==> src/rtl/usb_susp_pkg.sv <==
package usb_susp_pkg;

    typedef enum logic [1:0] {
        LS_SE0 = 2'b00,
        LS_J   = 2'b01,
        LS_K   = 2'b10,
        LS_BAD = 2'b11
    } line_state_e;

    typedef enum logic [1:0] {
        ST_AWAKE = 2'b00,
        ST_DWELL = 2'b01,
        ST_ARMED = 2'b10
    } susp_state_e;

endpackage

==> src/rtl/usb_susp_tick.sv <==
module usb_susp_tick #(
    parameter int TICK_DIV = 100000
) (
    input  logic clk,
    input  logic rst_n,
    output logic tick
);
    localparam int DIV_W = (TICK_DIV > 1) ? $clog2(TICK_DIV) : 1;

    typedef struct packed {
        logic [DIV_W-1:0] div;
    } tick_regs_t;

    tick_regs_t q, d;

    assign tick = (q.div == DIV_W'(TICK_DIV - 1));

    always_comb begin
        d = q;
        if (tick) d.div = '0;
        else      d.div = q.div + 1'b1;
    end

    always_ff @(posedge clk) begin
        if (!rst_n) q <= '0;
        else        q <= d;
    end

    // tick is a single-cycle strobe whenever the divider exceeds one
    a_r1_tick_single: assert property (@(posedge clk) disable iff (!rst_n)
        (TICK_DIV > 1 && tick) |=> !tick);
endmodule

==> src/rtl/usb_susp_idle.sv <==
module usb_susp_idle
    import usb_susp_pkg::*;
#(
    parameter int IDLE_TICKS = 3
) (
    input  logic       clk,
    input  logic       rst_n,
    input  logic       tick,
    input  logic [1:0] line_st,
    input  logic       restart,
    output logic       idle_det
);
    localparam int IC_W = $clog2(IDLE_TICKS + 1);

    typedef struct packed {
        logic [IC_W-1:0] cnt;
    } idle_regs_t;

    idle_regs_t q, d;

    assign idle_det = (q.cnt == IC_W'(IDLE_TICKS));

    always_comb begin
        d = q;
        if (line_st != LS_J || restart)
            d.cnt = '0;
        else if (tick && !idle_det)
            d.cnt = q.cnt + 1'b1;
    end

    always_ff @(posedge clk) begin
        if (!rst_n) q <= '0;
        else        q <= d;
    end

    // a non-J line state wipes any idle progress
    a_r1_nonj_clears: assert property (@(posedge clk) disable iff (!rst_n)
        (line_st != LS_J) |=> !idle_det);
    // an accepted wake restarts idle counting
    a_r10_restart_clears: assert property (@(posedge clk) disable iff (!rst_n)
        restart |=> !idle_det);
endmodule

==> src/rtl/usb_susp_fsm.sv <==
module usb_susp_fsm
    import usb_susp_pkg::*;
#(
    parameter int DWELL_TICKS = 5
) (
    input  logic       clk,
    input  logic       rst_n,
    input  logic       tick,
    input  logic       idle_det,
    input  logic [1:0] line_st,
    input  logic       vbus_ok,
    input  logic       conn_en,
    input  logic       cs_act,
    input  logic       wake_pin,
    input  logic       stat_clr,
    input  logic       clkrun_clr,
    output logic       wake_acc,
    output logic       bus_idle,
    output logic       susp_flag,
    output logic       clk_run,
    output logic       wake_pulse,
    output logic       in_susp
);
    localparam int DW_W = (DWELL_TICKS > 1) ? $clog2(DWELL_TICKS) : 1;

    typedef struct packed {
        susp_state_e      st;
        logic [DW_W-1:0]  dwell;
        logic             flag;
        logic             clk_run;
        logic             wake_p;
    } fsm_regs_t;

    fsm_regs_t q, d;
    logic susp_cond;
    logic wake_ev;

    assign susp_cond  = conn_en ? idle_det : !vbus_ok;
    assign wake_ev    = (vbus_ok && line_st != LS_J) || cs_act || wake_pin;
    assign wake_acc   = (q.st == ST_ARMED) && wake_ev;
    assign bus_idle   = susp_cond;
    assign susp_flag  = q.flag;
    assign clk_run    = q.clk_run;
    assign wake_pulse = q.wake_p;
    assign in_susp    = (q.st != ST_AWAKE);

    always_comb begin
        d        = q;
        d.wake_p = 1'b0;
        if (stat_clr) d.flag = 1'b0;
        unique case (q.st)
            ST_AWAKE: begin
                if (susp_cond) begin
                    d.st    = ST_DWELL;
                    d.dwell = '0;
                    d.flag  = 1'b1;
                end
            end
            ST_DWELL: begin
                if (clkrun_clr) d.clk_run = 1'b0;
                if (tick) begin
                    if (q.dwell == DW_W'(DWELL_TICKS - 1)) d.st = ST_ARMED;
                    else                                   d.dwell = q.dwell + 1'b1;
                end
            end
            ST_ARMED: begin
                if (wake_acc) begin
                    d.st      = ST_AWAKE;
                    d.clk_run = 1'b1;
                    d.wake_p  = 1'b1;
                end else if (clkrun_clr) begin
                    d.clk_run = 1'b0;
                end
            end
            default: d.st = ST_AWAKE;
        endcase
    end

    always_ff @(posedge clk) begin
        if (!rst_n) begin
            q.st      <= ST_AWAKE;
            q.dwell   <= '0;
            q.flag    <= 1'b0;
            q.clk_run <= 1'b1;
            q.wake_p  <= 1'b0;
        end else begin
            q <= d;
        end
    end

    // with connect off and power present, no suspend entry
    a_r2_no_entry_powered: assert property (@(posedge clk) disable iff (!rst_n)
        (!conn_en && vbus_ok && q.st == ST_AWAKE) |=> (q.st == ST_AWAKE));
    // flag rises only together with a fresh suspend entry
    a_r3_flag_on_entry: assert property (@(posedge clk) disable iff (!rst_n)
        $rose(susp_flag) |-> (in_susp && $past(q.st) == ST_AWAKE));
    // clocks stop only on a firmware command while suspended
    a_r6_clkrun_stop: assert property (@(posedge clk) disable iff (!rst_n)
        $fell(clk_run) |-> ($past(clkrun_clr) && $past(in_susp)));
    // the dwell state never ends in a wake
    a_r7_dwell_no_wake: assert property (@(posedge clk) disable iff (!rst_n)
        (q.st == ST_DWELL) |=> !wake_pulse);
    // wake pulse lasts one cycle and comes with clocks running
    a_r8_pulse_once: assert property (@(posedge clk) disable iff (!rst_n)
        wake_pulse |=> !wake_pulse);
    a_r8_pulse_clkrun: assert property (@(posedge clk) disable iff (!rst_n)
        wake_pulse |-> (clk_run && !in_susp));
endmodule

==> src/rtl/usb_susp_ctrl.sv <==
module usb_susp_ctrl #(
    parameter int TICK_DIV    = 100000,
    parameter int IDLE_TICKS  = 3,
    parameter int DWELL_TICKS = 5
) (
    input  logic       clk,
    input  logic       rst_n,
    input  logic [1:0] line_st,
    input  logic       vbus_ok,
    input  logic       conn_en,
    input  logic       cs_act,
    input  logic       wake_pin,
    input  logic       irq_en,
    input  logic       stat_clr,
    input  logic       clkrun_clr,
    output logic       susp_flag,
    output logic       irq,
    output logic       bus_idle,
    output logic       clk_run,
    output logic       wake_pulse,
    output logic       in_susp
);
    logic tick;
    logic idle_det;
    logic wake_acc;

    usb_susp_tick #(.TICK_DIV(TICK_DIV)) u_tick (
        .clk   (clk),
        .rst_n (rst_n),
        .tick  (tick)
    );

    usb_susp_idle #(.IDLE_TICKS(IDLE_TICKS)) u_idle (
        .clk      (clk),
        .rst_n    (rst_n),
        .tick     (tick),
        .line_st  (line_st),
        .restart  (wake_acc),
        .idle_det (idle_det)
    );

    usb_susp_fsm #(.DWELL_TICKS(DWELL_TICKS)) u_fsm (
        .clk        (clk),
        .rst_n      (rst_n),
        .tick       (tick),
        .idle_det   (idle_det),
        .line_st    (line_st),
        .vbus_ok    (vbus_ok),
        .conn_en    (conn_en),
        .cs_act     (cs_act),
        .wake_pin   (wake_pin),
        .stat_clr   (stat_clr),
        .clkrun_clr (clkrun_clr),
        .wake_acc   (wake_acc),
        .bus_idle   (bus_idle),
        .susp_flag  (susp_flag),
        .clk_run    (clk_run),
        .wake_pulse (wake_pulse),
        .in_susp    (in_susp)
    );

    assign irq = susp_flag & irq_en;

    // interrupt never fires while masked or with the flag clear
    a_r4_irq_gated: assert property (@(posedge clk) disable iff (!rst_n)
        irq |-> (irq_en && susp_flag));
endmodule

==> config.mk <==
export PLATFORM = sky130hd
export DESIGN_NAME = usb_susp_ctrl
export DESIGN_NICKNAME = d
export VERILOG_FILES = /design/src/rtl/usb_susp_pkg.sv /design/src/rtl/usb_susp_tick.sv /design/src/rtl/usb_susp_idle.sv /design/src/rtl/usb_susp_fsm.sv /design/src/rtl/usb_susp_ctrl.sv
export SDC_FILE = /design/constraint.sdc
export NUM_CORES = 1
export LEC_CHECK = 0
export ABC_AREA = 1
export ABC_CLOCK_PERIOD_IN_PS = 2100
export CAP_MARGIN = 20
export CORE_ASPECT_RATIO = 0.8
export CORE_MARGIN = 2
export CORE_UTILIZATION = 40
export DETAILED_ROUTE_END_ITERATION = 8
export GPL_TIMING_DRIVEN = 1
export PLACE_DENSITY = 0.63
export SYNTH_ARGS = -nofsm -noshare
export SYNTH_HDL_FRONTEND = slang
export SYNTH_SLANG_ARGS = --single-unit
==> constraint.sdc <==
create_clock -name clk -period 2.1 [get_ports clk]
set_input_delay 0.315 -clock clk [delete_from_list [all_inputs] [get_ports clk]]
set_output_delay 0.315 -clock clk [all_outputs]
set_load 0.005 [all_outputs]
==> results of run 1 <==
[cell usage after synthesis]
| cell type | n | area share [%] |
|---|---|---|
| nand2_1 | 41 | 10 |
| nor2_1 | 35 | 8.8 |
| inv_1 | 28 | 7.0 |
| dfxtp_1 | 27 | 36 |
| a21oi_1 | 8 | 2.7 |
| ha_1 | 7 | 5.8 |
| nand3_1 | 6 | 2.0 |
| nor3_1 | 6 | 2.0 |
| nor2_2 | 4 | 1.7 |
| nor2_4 | 3 | 2.3 |
| nand2_2 | 2 | 0.83 |
| nand2_4 | 2 | 1.5 |
| nand3_2 | 2 | 1.3 |
| nand3_4 | 2 | 2.3 |
| nand3b_1 | 2 | 1.0 |
| nand4_1 | 2 | 0.83 |
| nor3b_1 | 2 | 1.0 |
| nor4_1 | 2 | 0.83 |
| o21ai_0 | 2 | 0.67 |
| xnor2_1 | 2 | 1.2 |
| xor2_1 | 2 | 1.2 |
| a211oi_1 | 1 | 0.50 |
| a21boi_0 | 1 | 0.50 |
| a31oi_1 | 1 | 0.42 |
| and3_1 | 1 | 0.42 |
| buf_6 | 1 | 0.75 |
| clkbuf_8 | 1 | 0.92 |
| clkinv_1 | 1 | 0.25 |
| clkinv_2 | 1 | 0.33 |
| nand4_2 | 1 | 0.83 |
| nor3_2 | 1 | 0.67 |
| nor3b_2 | 1 | 0.83 |
| o21a_1 | 1 | 0.50 |
| o31ai_1 | 1 | 0.50 |
| or2_0 | 1 | 0.42 |
| or2_2 | 1 | 0.42 |
| or2_4 | 1 | 0.58 |
[sequential cells by signal, summed over array words and instances (netlist names)]
register          flops
u_fsm.wake_pulse      1
u_idle.q              2
u_tick.q             17
u_fsm.susp_flag       1
u_fsm.q               5
u_fsm.clk_run         1
[worst paths after layout]
check / from / endpoint / slack [ps] / cells after the start
worst max register to register: u_tick.q[0]$_SDFF_PP0_ / u_tick.q[11]$_SDFF_PP0_ / 560 / 9
worst max-delay path: u_idle.q[0]$_SDFFE_PP0P_ / bus_idle / 230 / 4
worst min register to register: u_tick.q[0]$_SDFF_PP0_ / u_tick.q[0]$_SDFF_PP0_ / 450 / 1
worst min-delay path: u_tick.q[0]$_SDFF_PP0_ / u_tick.q[0]$_SDFF_PP0_ / 450 / 1
[power breakdown]
group          internal [uW]  leakage (uW)  total, uW  switching (uW)
Sequential               577      0.000219        616            38.5
Clock                    135     0.0000217        303             169
Combinational            242      0.000483        557             315
Total                    954      0.000724       1480             522
[per-layer routing]
metal / routed length, um / up-vias / part of all wire, % / global-route usage (%)
met4: 21 / 0 / 0.79 / 2.38
li1: - / 677 / - / -
met2: 983 / 20 / 37 / 21.6
met1: 1520 / 522 / 57 / 20.5
met5: 0 / - / 0 / 0
met3: 142 / 2 / 5.3 / 4.45
[cell usage in the layout, fill, tap and decap left out, types with 3 or more instances in the layout]
cell type        instances
nand2_1                 41
nor2_1                  35
inv_1                   28
dfxtp_1                 27
clkdlybuf4s50_1         16
a21oi_1                  8
ha_1                     7
nand3_1                  6
nor3_1                   6
nor2_2                   4
nor2_4                   3
clkbuf_8                 3
[through the flow]
stage | power [uW] | util (%) | instances | setup slack, ps
CTS | 1500 | 49.6 | 264 | 200
floorplan | 1040 | - | 203 | 740
global placement | 1180 | 48.2 | 260 | 313
detailed placement | 1190 | 48.2 | 260 | 271
finish | 1480 | 49.6 | 264 | 227
global route | 1610 | 49.6 | 264 | 117
[layout make-up]
| cell class | count | area, um^2 | share of cell area (%) |
|---|---|---|---|
| Clock inverter | 1 | 7.51 | 0.430 |
| Clock buffer | 3 | 41.3 | 2.37 |
| Timing Repair Buffer | 17 | 168 | 9.61 |
| Inverter | 30 | 114 | 6.53 |
| Tap cell | 42 | 52.6 | 3.01 |
| Sequential cell | 27 | 541 | 31.0 |
| Multi-Input combinational cell | 144 | 821 | 47.1 |
[worst register-to-register path, stage by stage (launching register included)]
cell,delay [ps]
dfxtp_1,370
ha_1,170
nand2_1,70
clkinv_1,60
nand2_1,100
nor2_2,170
nand3_4,130
nand2_4,200
a21oi_1,60
o21a_1,100
[kinds of logic after synthesis]
logic type / synth area share, %
compound gates: 5.76
fa+ha+maj: 5.84
simple gates: 40.8
buf+inv: 9.26
xor+xnor: 2.34
flops: 36.0
==> results.txt, run 1 <==
status = finished clean
num ports = 17
first-pass GRT wire length = 4880 um
gr ovfl total = 0
DP Area = 0.00170 mm^2
kind of cell adding the most delay to the critical path = buffers and inverters
worst path cell trace = ha_1 > nand2_1 > o21ai_0 > clkdlybuf4s50_1
Area Growth Syn to Fin = 16.3%
setup bufs post-CTS = 0
hpwl dp = 2050 um
hold crit path type = flop to flop
crit end category = output port
min cycle time layout = 1870 ps
RD Place Congestion = 0.806
Mean Syn Cell Area = 7.39 um^2
Clk Latency, worst-skew pair = 270 ps
Die ar. = 0.00426 mm^2
Pre-antenna DRT Iters = 4
clock sink count = 27
Final Hold Fails = 0
via/cell ratio = 4.63
post-synthesis cell count = 203
power per cell area = 847 mW/mm^2
Buf+Inv Stages, Crit Path = 1
Mapped Area = 0.00150 mm^2
starting DRC count in detailed routing = 52
WHS = 454 ps
WL/cell = 10.1 um
post-route ant nets = 0
post-synthesis sequential area ratio = 36.0%
Fmax = 0.534 GHz
H-tree depth = 1
Worst-Margin Slew = 424 ps
crit start category = flop
# port buffers = 16
fill count = 370
Worst EP arrival = 1560 ps
largest net degree at the start of global routing = 17
CTS Root Cell = clkbuf_8
cell row count = 19
maximum fanout along the worst path = 3
CTS resizes = 0
DRC viols = 0
LEAKAGE = 0.000724 uW
Final Cell Area = 0.00174 mm^2
Setup violations, final = 0
Routed WL = 2660 um
Total Routing Usage GR = 14.3%
die width = 72.5 um
Max-slew headroom = 71.4%
fin nets = 241
vias in the first global route = 1,149
Setup TNS = 0 ps
CP Data Required Time = 1780 ps
Worst Clk Skew = 6.61 ps
crit path kind = flop to output port
Max Slew Vio Count = 0
maximum vdd drop = 0.000507 V
Slowest cell on crit path = clkdlybuf4s50_1
Netlist cell types = 37
Worst-path clk slew = 100 ps
fin crit share = 89.2%
CTS Hold Bufs = 0
antenna violations before repair = 0
Vias = 1,221
CTS tree = built
CP peak stage delay = 540 ps
Initial Util = 42.6%
Mapped Nets = 221
share of cells above drive strength 1 = 11.7%
RSZ-0062 raised after global routing = no
CTS Buffer Depth = 2
number of max-cap violations = 0
Ys Warns = 0
CTS Buf Count = 3
number of antenna diodes = 0
core area = 0.00352 mm^2
Vert. Die Dim = 58.8 um
Seq cells post-synth = 27
Power figures use the tool's default switching activity.
==> run 2, diff against run 1 <==
Settings changed: CORE_ASPECT_RATIO 0.8 to unset, CTS_CLUSTER_DIAMETER set to 30.
==> results.txt, run 2 (synthesized netlist as in run 1, its figures left out) <==
CTS Hold Bufs = 0
CP peak stage delay = 550 ps
min cycle time layout = 1860 ps
gr ovfl total = 0
Setup TNS = 0 ps
r2r setup slk = 570 ps
Max-slew headroom = 71.7%
CTS tree = built
Place WS = 286 ps
die width = 65.2 um
LEAKAGE = 0.000724 uW
crit path kind = flop to output port
final worst slack = 236 ps
Worst-path clk slew = 100 ps
num ports = 17
antenna violations before repair = 0
number of antenna diodes = 0
Hold EP = u_tick.q[0]$_SDFF_PP0_
Final Cell Area = 0.00175 mm^2
Vert. Die Dim = 65.2 um
reg2reg path depth = 11
Buf+Inv Stages, Crit Path = 1
hold crit path type = flop to flop
# port buffers = 16
biggest regs = u_tick.q: 17 flops, u_fsm.q: 5 flops, u_idle.q: 2 flops
Pre-antenna DRT Iters = 4
power per cell area = 845 mW/mm^2
hpwl dp = 2090 um
GR Util met2 = 22.6%
fin crit share = 88.8%
starting DRC count in detailed routing = 77
crit start category = flop
grt met1 use = 19.1%
hold depth = 1
worst hold start = u_tick.q[0]$_SDFF_PP0_
Worst Setup SP = u_idle.q[0]$_SDFFE_PP0P_
CTS Buffer Depth = 2
Total Routing Usage GR = 14.5%
status = finished clean
first-pass GRT wire length = 4840 um
CTS resizes = 0
largest net degree at the start of global routing = 17
Final Hold Fails = 0
reg2reg end = u_fsm.q[6]$_SDFFE_PN0P_
RSZ-0062 raised after global routing = no
CTS Buf Count = 3
Worst EP arrival = 1550 ps
FF-to-FF Start = u_tick.q[0]$_SDFF_PP0_
Setup violations, final = 0
Slowest cell on crit path = clkdlybuf4s50_1
Die ar. = 0.00426 mm^2
most frequent cells in the layout = nand2_1, nor2_1, inv_1, dfxtp_1, clkdlybuf4s50_1
commonest non-fill, non-tap cell in the layout = nand2_1
kind of cell adding the most delay to the critical path = buffers and inverters
RD Place Congestion = 0.790
Routed WL = 2700 um
crit end category = output port
fin nets = 241
Area Growth Syn to Fin = 16.8%
cell row count = 22
DP Area = 0.00170 mm^2
CP Data Required Time = 1780 ps
vias in the first global route = 1,152
Worst-Margin Slew = 420 ps
WL/cell = 10.0 um
total chip power = 1480 uW
DRC viols = 0
maximum fanout along the worst path = 3
CTS Root Cell = clkbuf_8
maximum vdd drop = 0.000518 V
share of cells above drive strength 1 = 11.7%
core area = 0.00363 mm^2
Vias = 1,234
clock sink count = 27
Worst Clk Skew = 3.60 ps
number of max-cap violations = 0
H-tree depth = 1
met3 usage = 3.42%
Clk Latency, worst-skew pair = 280 ps
GR peak layer = met2
Biggest register = u_tick.q
Max Slew Vio Count = 0
via/cell ratio = 4.57
worst path cell trace = ha_1 > nand2_1 > o21ai_0 > clkdlybuf4s50_1
post-route ant nets = 0
setup bufs post-CTS = 0
Fmax = 0.536 GHz
max reg flops = 17
Initial Util = 41.3%
run 2: worst register-to-register path, cell delays in order, from the launching register on:
cell	delay, ps
dfxtp_1	370
ha_1	180
nand2_1	70
clkinv_1	60
nand2_1	100
nor2_2	160
nand3_4	120
nand2_4	110
nand3_2	100
nand2_1	80
nand2_1	40
nor2_1	90
run 2: worst max-delay path by stage:
stage / cells after the start / slack (ps) / to
2_1_floorplan: 7 / 740 / u_tick.q[12]$_SDFF_PP0_
3_3_place_gp: 3 / 310 / bus_idle
3_5_place_dp: 3 / 290 / bus_idle
4_1_cts: 4 / 210 / bus_idle
5_1_grt: 4 / 130 / bus_idle
6_report: 4 / 240 / bus_idle
run 2: through the flow:
step / hold WS, ps / instances / utilization [%]
2_1_floorplan: 417 / 203 / -
3_3_place_gp: 434 / 266 / 46.9
3_5_place_dp: 442 / 266 / 46.9
4_1_cts: 461 / 270 / 48.2
5_1_grt: 481 / 270 / 48.2
6_report: 455 / 270 / 48.2
run 2: where the power goes:
part | internal [uW] | switching, uW
registers | 578 | 40.0
logic | 242 | 316
clock network | 135 | 170
run 2: final cells by class:
type                    count  area, um^2
inverters                  30         114
repair buffers             17         168
well taps                  48        60.1
clock buffers               3        41.3
flip-flops and latches     27         541
fillers                   405        1880
clock inverters             1        7.51
multi-input cells         144         821
run 2: metal layers:
layer / routed length [um] / vias to the layer above
li1: - / 677
met1: 1360 / 532
met2: 1170 / 20
met3: 116 / 5
met4: 48 / 0
met5: 0 / -
